==> src/rtl/pfs_pkg.sv <==
package pfs_pkg;

  typedef enum logic [2:0] {
    SV_RUN    = 3'd0,
    SV_IDXRST = 3'd1,
    SV_OFF    = 3'd2,
    SV_HOT    = 3'd3,
    SV_OCP    = 3'd4,
    SV_SLEEP  = 3'd5,
    SV_UV     = 3'd6
  } sv_state_e;

  // Priority: supply-low, sleep, overcurrent latch, thermal, enable, reset.
  function automatic sv_state_e pfs_pick_state(
    input logic uv,
    input logic awake,
    input logic oc_any,
    input logic hot,
    input logic disabled,
    input logic rst_req
  );
    sv_state_e s;
    if (uv)            s = SV_UV;
    else if (!awake)   s = SV_SLEEP;
    else if (oc_any)   s = SV_OCP;
    else if (hot)      s = SV_HOT;
    else if (disabled) s = SV_OFF;
    else if (rst_req)  s = SV_IDXRST;
    else               s = SV_RUN;
    return s;
  endfunction

endpackage

==> src/rtl/pfs_sync.sv <==
module pfs_sync #(
  parameter int W = 8,
  parameter int STAGES = 2,
  parameter logic [W-1:0] RST_VAL = '0
) (
  input  logic         clk,
  input  logic         rst_n,
  input  logic [W-1:0] d_i,
  output logic [W-1:0] q_o
);

  logic [W-1:0] chain_q [STAGES];

  always_ff @(posedge clk or negedge rst_n) begin
    if (!rst_n) begin
      for (int i = 0; i < STAGES; i++) chain_q[i] <= RST_VAL;
    end else begin
      chain_q[0] <= d_i;
      for (int i = 1; i < STAGES; i++) chain_q[i] <= chain_q[i-1];
    end
  end

  assign q_o = chain_q[STAGES-1];

endmodule

==> src/rtl/pfs_oc_qual.sv <==
module pfs_oc_qual #(
  parameter int OC_QUAL = 16
) (
  input  logic clk,
  input  logic rst_n,
  input  logic flag_i,
  input  logic gate_i,
  input  logic clear_i,
  output logic latched_o
);

  localparam int CW = (OC_QUAL > 1) ? $clog2(OC_QUAL + 1) : 1;
  localparam logic [CW-1:0] LAST = CW'(OC_QUAL - 1);

  logic [CW-1:0] run_q;
  logic          lat_q;

  always_ff @(posedge clk or negedge rst_n) begin
    if (!rst_n) begin
      run_q <= '0;
      lat_q <= 1'b0;
    end else if (clear_i) begin
      run_q <= '0;
      lat_q <= 1'b0;
    end else if (!gate_i || !flag_i || lat_q) begin
      run_q <= '0;
    end else if (run_q == LAST) begin
      run_q <= '0;
      lat_q <= 1'b1;
    end else begin
      run_q <= run_q + 1'b1;
    end
  end

  assign latched_o = lat_q;

  // a latch only forms at the end of a full qualification run
  p_latch_needs_run_r2: assert property (@(posedge clk) disable iff (!rst_n)
    $rose(lat_q) |-> ($past(run_q) == LAST && $past(flag_i) && $past(gate_i)));

  // once latched it stays until cleared
  p_latch_hold_r3: assert property (@(posedge clk) disable iff (!rst_n)
    (lat_q && !clear_i) |=> lat_q);

endmodule

==> src/rtl/pfs_wake_timer.sv <==
module pfs_wake_timer #(
  parameter int WAKE_CYCLES = 250000
) (
  input  logic clk,
  input  logic rst_n,
  input  logic hold_i,
  output logic done_o
);

  localparam int TW = $clog2(WAKE_CYCLES + 1);
  localparam logic [TW-1:0] TOP = TW'(WAKE_CYCLES);

  logic [TW-1:0] cnt_q;

  always_ff @(posedge clk or negedge rst_n) begin
    if (!rst_n)             cnt_q <= '0;
    else if (hold_i)        cnt_q <= '0;
    else if (cnt_q != TOP)  cnt_q <= cnt_q + 1'b1;
  end

  assign done_o = (cnt_q == TOP);

  // a held timer is never reported done on the next cycle
  p_wake_restart_r8: assert property (@(posedge clk) disable iff (!rst_n)
    hold_i |=> !done_o);

endmodule

==> src/rtl/power_fault_supervisor.sv <==
module power_fault_supervisor #(
  parameter int NUM_BRIDGES = 2,
  parameter int SYNC_STAGES = 2,
  parameter int OC_QUAL     = 16,
  parameter int WAKE_CYCLES = 250000
) (
  input  logic                   clk,
  input  logic                   por_n,
  input  logic                   uv_flag,
  input  logic                   hot_flag,
  input  logic [NUM_BRIDGES-1:0] oc_flag,
  input  logic                   sleep_n,
  input  logic                   reset_n,
  input  logic                   enable_n,
  output logic                   bridge_off,
  output logic                   indexer_rst,
  output logic                   fault_n,
  output logic                   step_ok
);
  import pfs_pkg::*;

  localparam int SW = NUM_BRIDGES + 5;
  localparam logic [SW-1:0] SYNC_RST = SW'(16);

  logic [SW-1:0]          raw_vec, syn_vec;
  logic                   uv_s, hot_s, awake_s, rst_ns, dis_s;
  logic [NUM_BRIDGES-1:0] oc_s, oc_lat;
  logic                   oc_any, oc_clear, wake_done;
  sv_state_e              state;

  assign raw_vec = {oc_flag, enable_n, reset_n, sleep_n, hot_flag, uv_flag};

  pfs_sync #(.W(SW), .STAGES(SYNC_STAGES), .RST_VAL(SYNC_RST)) u_sync (
    .clk(clk), .rst_n(por_n), .d_i(raw_vec), .q_o(syn_vec)
  );

  assign uv_s    = syn_vec[0];
  assign hot_s   = syn_vec[1];
  assign awake_s = syn_vec[2];
  assign rst_ns  = syn_vec[3];
  assign dis_s   = syn_vec[4];
  assign oc_s    = syn_vec[5 +: NUM_BRIDGES];

  assign oc_clear = uv_s || (awake_s && !rst_ns);

  for (genvar b = 0; b < NUM_BRIDGES; b++) begin : g_oc
    pfs_oc_qual #(.OC_QUAL(OC_QUAL)) u_qual (
      .clk(clk), .rst_n(por_n), .flag_i(oc_s[b]), .gate_i(awake_s),
      .clear_i(oc_clear), .latched_o(oc_lat[b])
    );
  end

  assign oc_any = |oc_lat;

  pfs_wake_timer #(.WAKE_CYCLES(WAKE_CYCLES)) u_wake (
    .clk(clk), .rst_n(por_n), .hold_i(uv_s || !awake_s), .done_o(wake_done)
  );

  always_comb begin
    state = pfs_pick_state(uv_s, awake_s, oc_any, hot_s, dis_s, !rst_ns);
  end

  assign bridge_off  = (state != SV_RUN);
  assign indexer_rst = (state == SV_UV) || (state != SV_SLEEP && !rst_ns);
  assign fault_n     = !((state != SV_UV && state != SV_SLEEP) && (oc_any || hot_s));
  assign step_ok     = (state == SV_RUN) && wake_done;

  // supply-low overrides everything
  p_uv_off_r6: assert property (@(posedge clk) disable iff (!por_n)
    uv_s |-> (bridge_off && indexer_rst && fault_n && !step_ok));

  // sleep quiets the block
  p_sleep_quiet_r7: assert property (@(posedge clk) disable iff (!por_n)
    (!awake_s && !uv_s) |-> (bridge_off && !step_ok && fault_n && !indexer_rst));

  // steps only after settling
  p_step_needs_wake_r8: assert property (@(posedge clk) disable iff (!por_n)
    step_ok |-> wake_done);

  // a latched overcurrent is reported while awake
  p_fault_oc_r3: assert property (@(posedge clk) disable iff (!por_n)
    (oc_any && awake_s && !uv_s) |-> (!fault_n && bridge_off));

  // heat is reported and stops the bridges
  p_hot_r5: assert property (@(posedge clk) disable iff (!por_n)
    (hot_s && awake_s && !uv_s) |-> (!fault_n && bridge_off));

  // reset request drives the indexer home
  p_reset_idx_r10: assert property (@(posedge clk) disable iff (!por_n)
    (awake_s && !rst_ns) |-> (indexer_rst && bridge_off && !step_ok));

endmodule

==> config.mk <==
export PLATFORM = sky130hd
export DESIGN_NAME = power_fault_supervisor
export DESIGN_NICKNAME = d
export VERILOG_FILES = /design/src/rtl/pfs_pkg.sv /design/src/rtl/pfs_sync.sv /design/src/rtl/pfs_oc_qual.sv /design/src/rtl/pfs_wake_timer.sv /design/src/rtl/power_fault_supervisor.sv
export SDC_FILE = /design/constraint.sdc
export NUM_CORES = 1
export LEC_CHECK = 0
export ABC_AREA = 0
export BUFFER_PORTS_ARGS = -buffer_cell sky130_fd_sc_hd__buf_2
export CAP_MARGIN = 15
export CORE_MARGIN = 3
export CORE_UTILIZATION = 45
export CTS_BUF_LIST = sky130_fd_sc_hd__clkbuf_4 sky130_fd_sc_hd__clkbuf_8 sky130_fd_sc_hd__clkbuf_16
export CTS_CLUSTER_SIZE = 30
export DETAILED_ROUTE_END_ITERATION = 10
export GPL_ROUTABILITY_DRIVEN = 1
export PLACE_DENSITY = 0.72
export RECOVER_POWER = 25
export SLEW_MARGIN = 20
export SYNTH_ARGS = -nofsm -noshare
export SYNTH_HDL_FRONTEND = slang
export SYNTH_SLANG_ARGS = --single-unit
==> constraint.sdc <==
create_clock -name clk -period 2.3 [get_ports clk]
set_clock_uncertainty 0.1 [all_clocks]
set_input_delay 0.575 -clock clk [delete_from_list [all_inputs] [get_ports clk]]
set_output_delay 0.575 -clock clk [all_outputs]
set_load 0.005 [all_outputs]
==> reports/results.ini <==
[drt]
finalWirelength_um=3292
wl_per_cell_um=13.77
drcViolationCount=0
first_pass_iters=4
vias=1250
viasPerCell=5.230
drtIter0Drc=56
ant_nets=0

[pwr]
p_comb_share_pct=3.4
internal_power_mw=1.140
p_leak_nw=0.9579
sw_frac_of_total_pct=20.06
p_switching_mw=0.2861
p_seq_share_pct=55.9
powerDensity_nw_per_um2=667.2
clkPwrFrac_pct=40.7
ir_drop_mv=0.5023

[global_route]
grt_max_degree=26
track_usage_pct=14.96
antenna_found_initial=0
overflow=0
grt_pass1_wl_um=5858
grt_pass1_vias=1311

[hold_path]
hp-class=reg -> reg

[critical_path]
cp_top_family=simple AND/OR/NAND/NOR gates
crit_chain=or4b_1, nor3_1, and3_1, nor2b_2, buf_2
crit_fanout=3
required_ps=1620
slowest_delay_ps=490
crit_type=reg -> out
start_kind=flop
cp.arrival_ps=1790
critPathBufInv=1
critPathCaptureType=output pin
slowest_stage=or4b_1

[synth]
ys_seq_area_share_pct=59.59
avgSynthCellArea_um2=11.16
syn-num-nets=179
synth_area_um2=1852
postSynthCellCount=166
ys_ff_latch=44
synth_warnings=0
ys_types=36

[cells_and_area]
stdcell_area_um2=2138
diodes=0
multi_input_area_um2=728.2
stdcell_count=239
seq_area_um2=1105
fill_cells=315
areaGrowthSynthToFinish_pct=15.47
nets=203
drive_above_1_share_pct=18.32

[floorplan]
fp.dieW_um=70.15
fp-row-count=22
die_h_um=70.15
core_area_um2=3799
dieArea_um2=4921
io_pins=13
start_util_pct=48.75

[clock_network]
htree_levels=2
clk_latency_ps=290
cts_buffer_depth=2
cts.sinks=44
cts_inserted_buffers=5
path_clk_slew_ps=80
cts_tree=done
clk_root_buffer_cell=clkbuf_8
cts_hold_buffers=0

[timing]
final_max_slew_viol_count=0
slew-limit-headroom_pct=16.17
fin_crit_sh_pct=107.3
grt_setup_unrepaired=yes
worstMarginPinSlew_ps=1257
setup_tns_ps=-167.5
setup_viol=1
fin_crit_ps=2468
hold_viol_final=0
setup_ws_ps=-167.5
max_freq_ghz=0.4053

[run_status]
violations=negative setup slack
status=complete, but fails checks

[placement]
placed_cell_area_um2=2004
dp_hpwl_um=2403
routabilityCongestion=0.8033
dp.cells=229
port_buffers=12

[job]
cap_violations=0

## cells by family after synthesis
| logic type | after synthesis | share of synthesized area (%) |
|---|---|---|
| and+or+nand+nor | 81 | 23.92 |
| DFF | 44 | 59.59 |
| xor gates and xnor gates | 15 | 7.094 |
| AOI/OAI and AO/OA | 13 | 4.121 |
| buffers and inverters | 7 | 1.486 |
| adders and majority gates | 4 | 2.703 |
| muxes | 2 | 1.081 |
## state kept, by name (all words and copies together), names as in the netlist
| name | count |
|---|---|
| g_oc.u_qual.latched_o | 2 |
| g_oc.u_qual.run_q | 10 |
| u_sync.chain_q | 7 |
| u_sync.q_o | 7 |
| u_wake.cnt_q | 18 |
## stage by stage
| step | util [%] | hold slack, ps | setup WS, ps | total power, mW |
|---|---|---|---|---|
| 2_1_floorplan | - | 179.4 | 151.1 | 0.8271 |
| 3_3_place_gp | 52.77 | 233.9 | 153.5 | 0.8590 |
| 3_5_place_dp | 52.77 | 234.7 | 89.10 | 0.8617 |
| 4_1_cts | 55.70 | 164.2 | -242.3 | 1.445 |
| 5_1_grt | 56.29 | 261.2 | -272.7 | 1.493 |
| 6_report | 56.29 | 251.8 | -167.5 | 1.427 |
## final cells by class
cell class	count	share of cell area [%]
clock buffer	6	3.569
clock inverter	2	1.638
inverter	4	0.7022
multi-input combinational	115	34.05
sequential	44	51.67
tap	48	2.809
timing repair buffer	20	5.559
## cell usage in the layout (no fill, tap or decap), types with 3 or more instances in the layout
cell      instances
nand4_1           3
nand2_1          13
nand3_1          10
inv_1             4
or4_1             3
a21oi_1           3
xor2_1           10
o21ai_0           4
buf_2            11
clkbuf_8          5
and3_1            4
dfrtp_1          41
xnor2_1           5
nor4_1            3
nor2_1           21
and2_1            4
buf_4             8
ha_1              4
## final timing paths
check / startpoint / to / slack [ps] / depth (start not counted)
worst min register to register: u_sync.chain_q[13] / u_sync.q_o[6] / 250 / 0
worst max register to register: u_wake.cnt_q[0] / u_wake.cnt_q[16] / 330 / 5
max in group asynchronous: por_n / u_sync.q_o[4] / 790 / 2
worst min-delay path: u_sync.chain_q[13] / u_sync.q_o[6] / 250 / 0
worst max-delay path: u_wake.cnt_q[2] / step_ok / -170 / 5
min in group asynchronous: por_n / u_wake.cnt_q[3] / 430 / 1
## power groups by stage
stage	logic (mW)	clock network [mW]	registers, mW
2_1_floorplan	0.0164	0	0.811
3_3_place_gp	0.0468	0	0.812
3_5_place_dp	0.0490	0	0.813
4_1_cts	0.0492	0.599	0.797
5_1_grt	0.0549	0.638	0.800
6_report	0.0478	0.581	0.798
## repair_timing
item                                   in CTS  in global routing
gates resized for setup                     0                  3
setup buffers                               0                  2
setup endpoints to repair                   1                  1
endpoints found under the hold margin       0                  0
## metal layers
metal	up-vias	part of all wire [%]	global-route usage [%]	wire length (µm)
li1	623	-	-	-
met1	591	46	19.09	1503
met2	26	49	24.03	1604
met3	10	3.3	3.309	109
met4	0	2.3	7.234	76
met5	-	0	0	0
## synth_stat cells
| cell | number | area, µm² |
|---|---|---|
| mux2i_1 | 2 | 20.02 |
| nor3b_1 | 2 | 15.01 |
| nand4_2 | 1 | 12.51 |
| nand2_1 | 13 | 48.80 |
| or4b_1 | 1 | 10.01 |
| clkbuf_1 | 2 | 7.510 |
| nand2b_1 | 1 | 6.260 |
| nor4b_1 | 1 | 8.760 |
| and2_1 | 4 | 25.02 |
| ha_1 | 4 | 50.05 |
| and4_1 | 2 | 17.52 |
| o21ai_0 | 4 | 20.02 |
| or3_4 | 1 | 11.26 |
| nand4_1 | 3 | 18.77 |
| o22ai_1 | 1 | 6.260 |
| inv_1 | 4 | 15.01 |
| xor2_1 | 10 | 87.58 |
| nor4_1 | 3 | 18.77 |
| and3_1 | 4 | 25.02 |
| nor3_1 | 2 | 10.01 |
| nor2_1 | 21 | 78.83 |
| buf_2 | 1 | 5.000 |
| nand3_1 | 10 | 50.05 |
| a21o_1 | 1 | 7.510 |
| or2b_1 | 1 | 7.510 |
| dfstp_2 | 2 | 52.55 |
| dfrtp_1 | 42 | 1051 |
| and4_2 | 1 | 10.01 |
| xnor2_1 | 5 | 43.79 |
| a21oi_1 | 3 | 15.01 |
| a31oi_1 | 2 | 12.51 |
| or4_1 | 3 | 22.52 |
| nor2b_1 | 2 | 12.51 |
| o31ai_1 | 2 | 15.01 |
| or3_1 | 3 | 18.77 |
| nand3b_1 | 2 | 15.01 |
## worst register-to-register path, cell delays in order, from the launching register on
cell and delay (ps):
dfrtp_1 420, ha_1 240, and4_1 330, nand2_1 140, or4_1 490, a21oi_1 170
No activity file was read; power rests on OpenSTA's default activity.
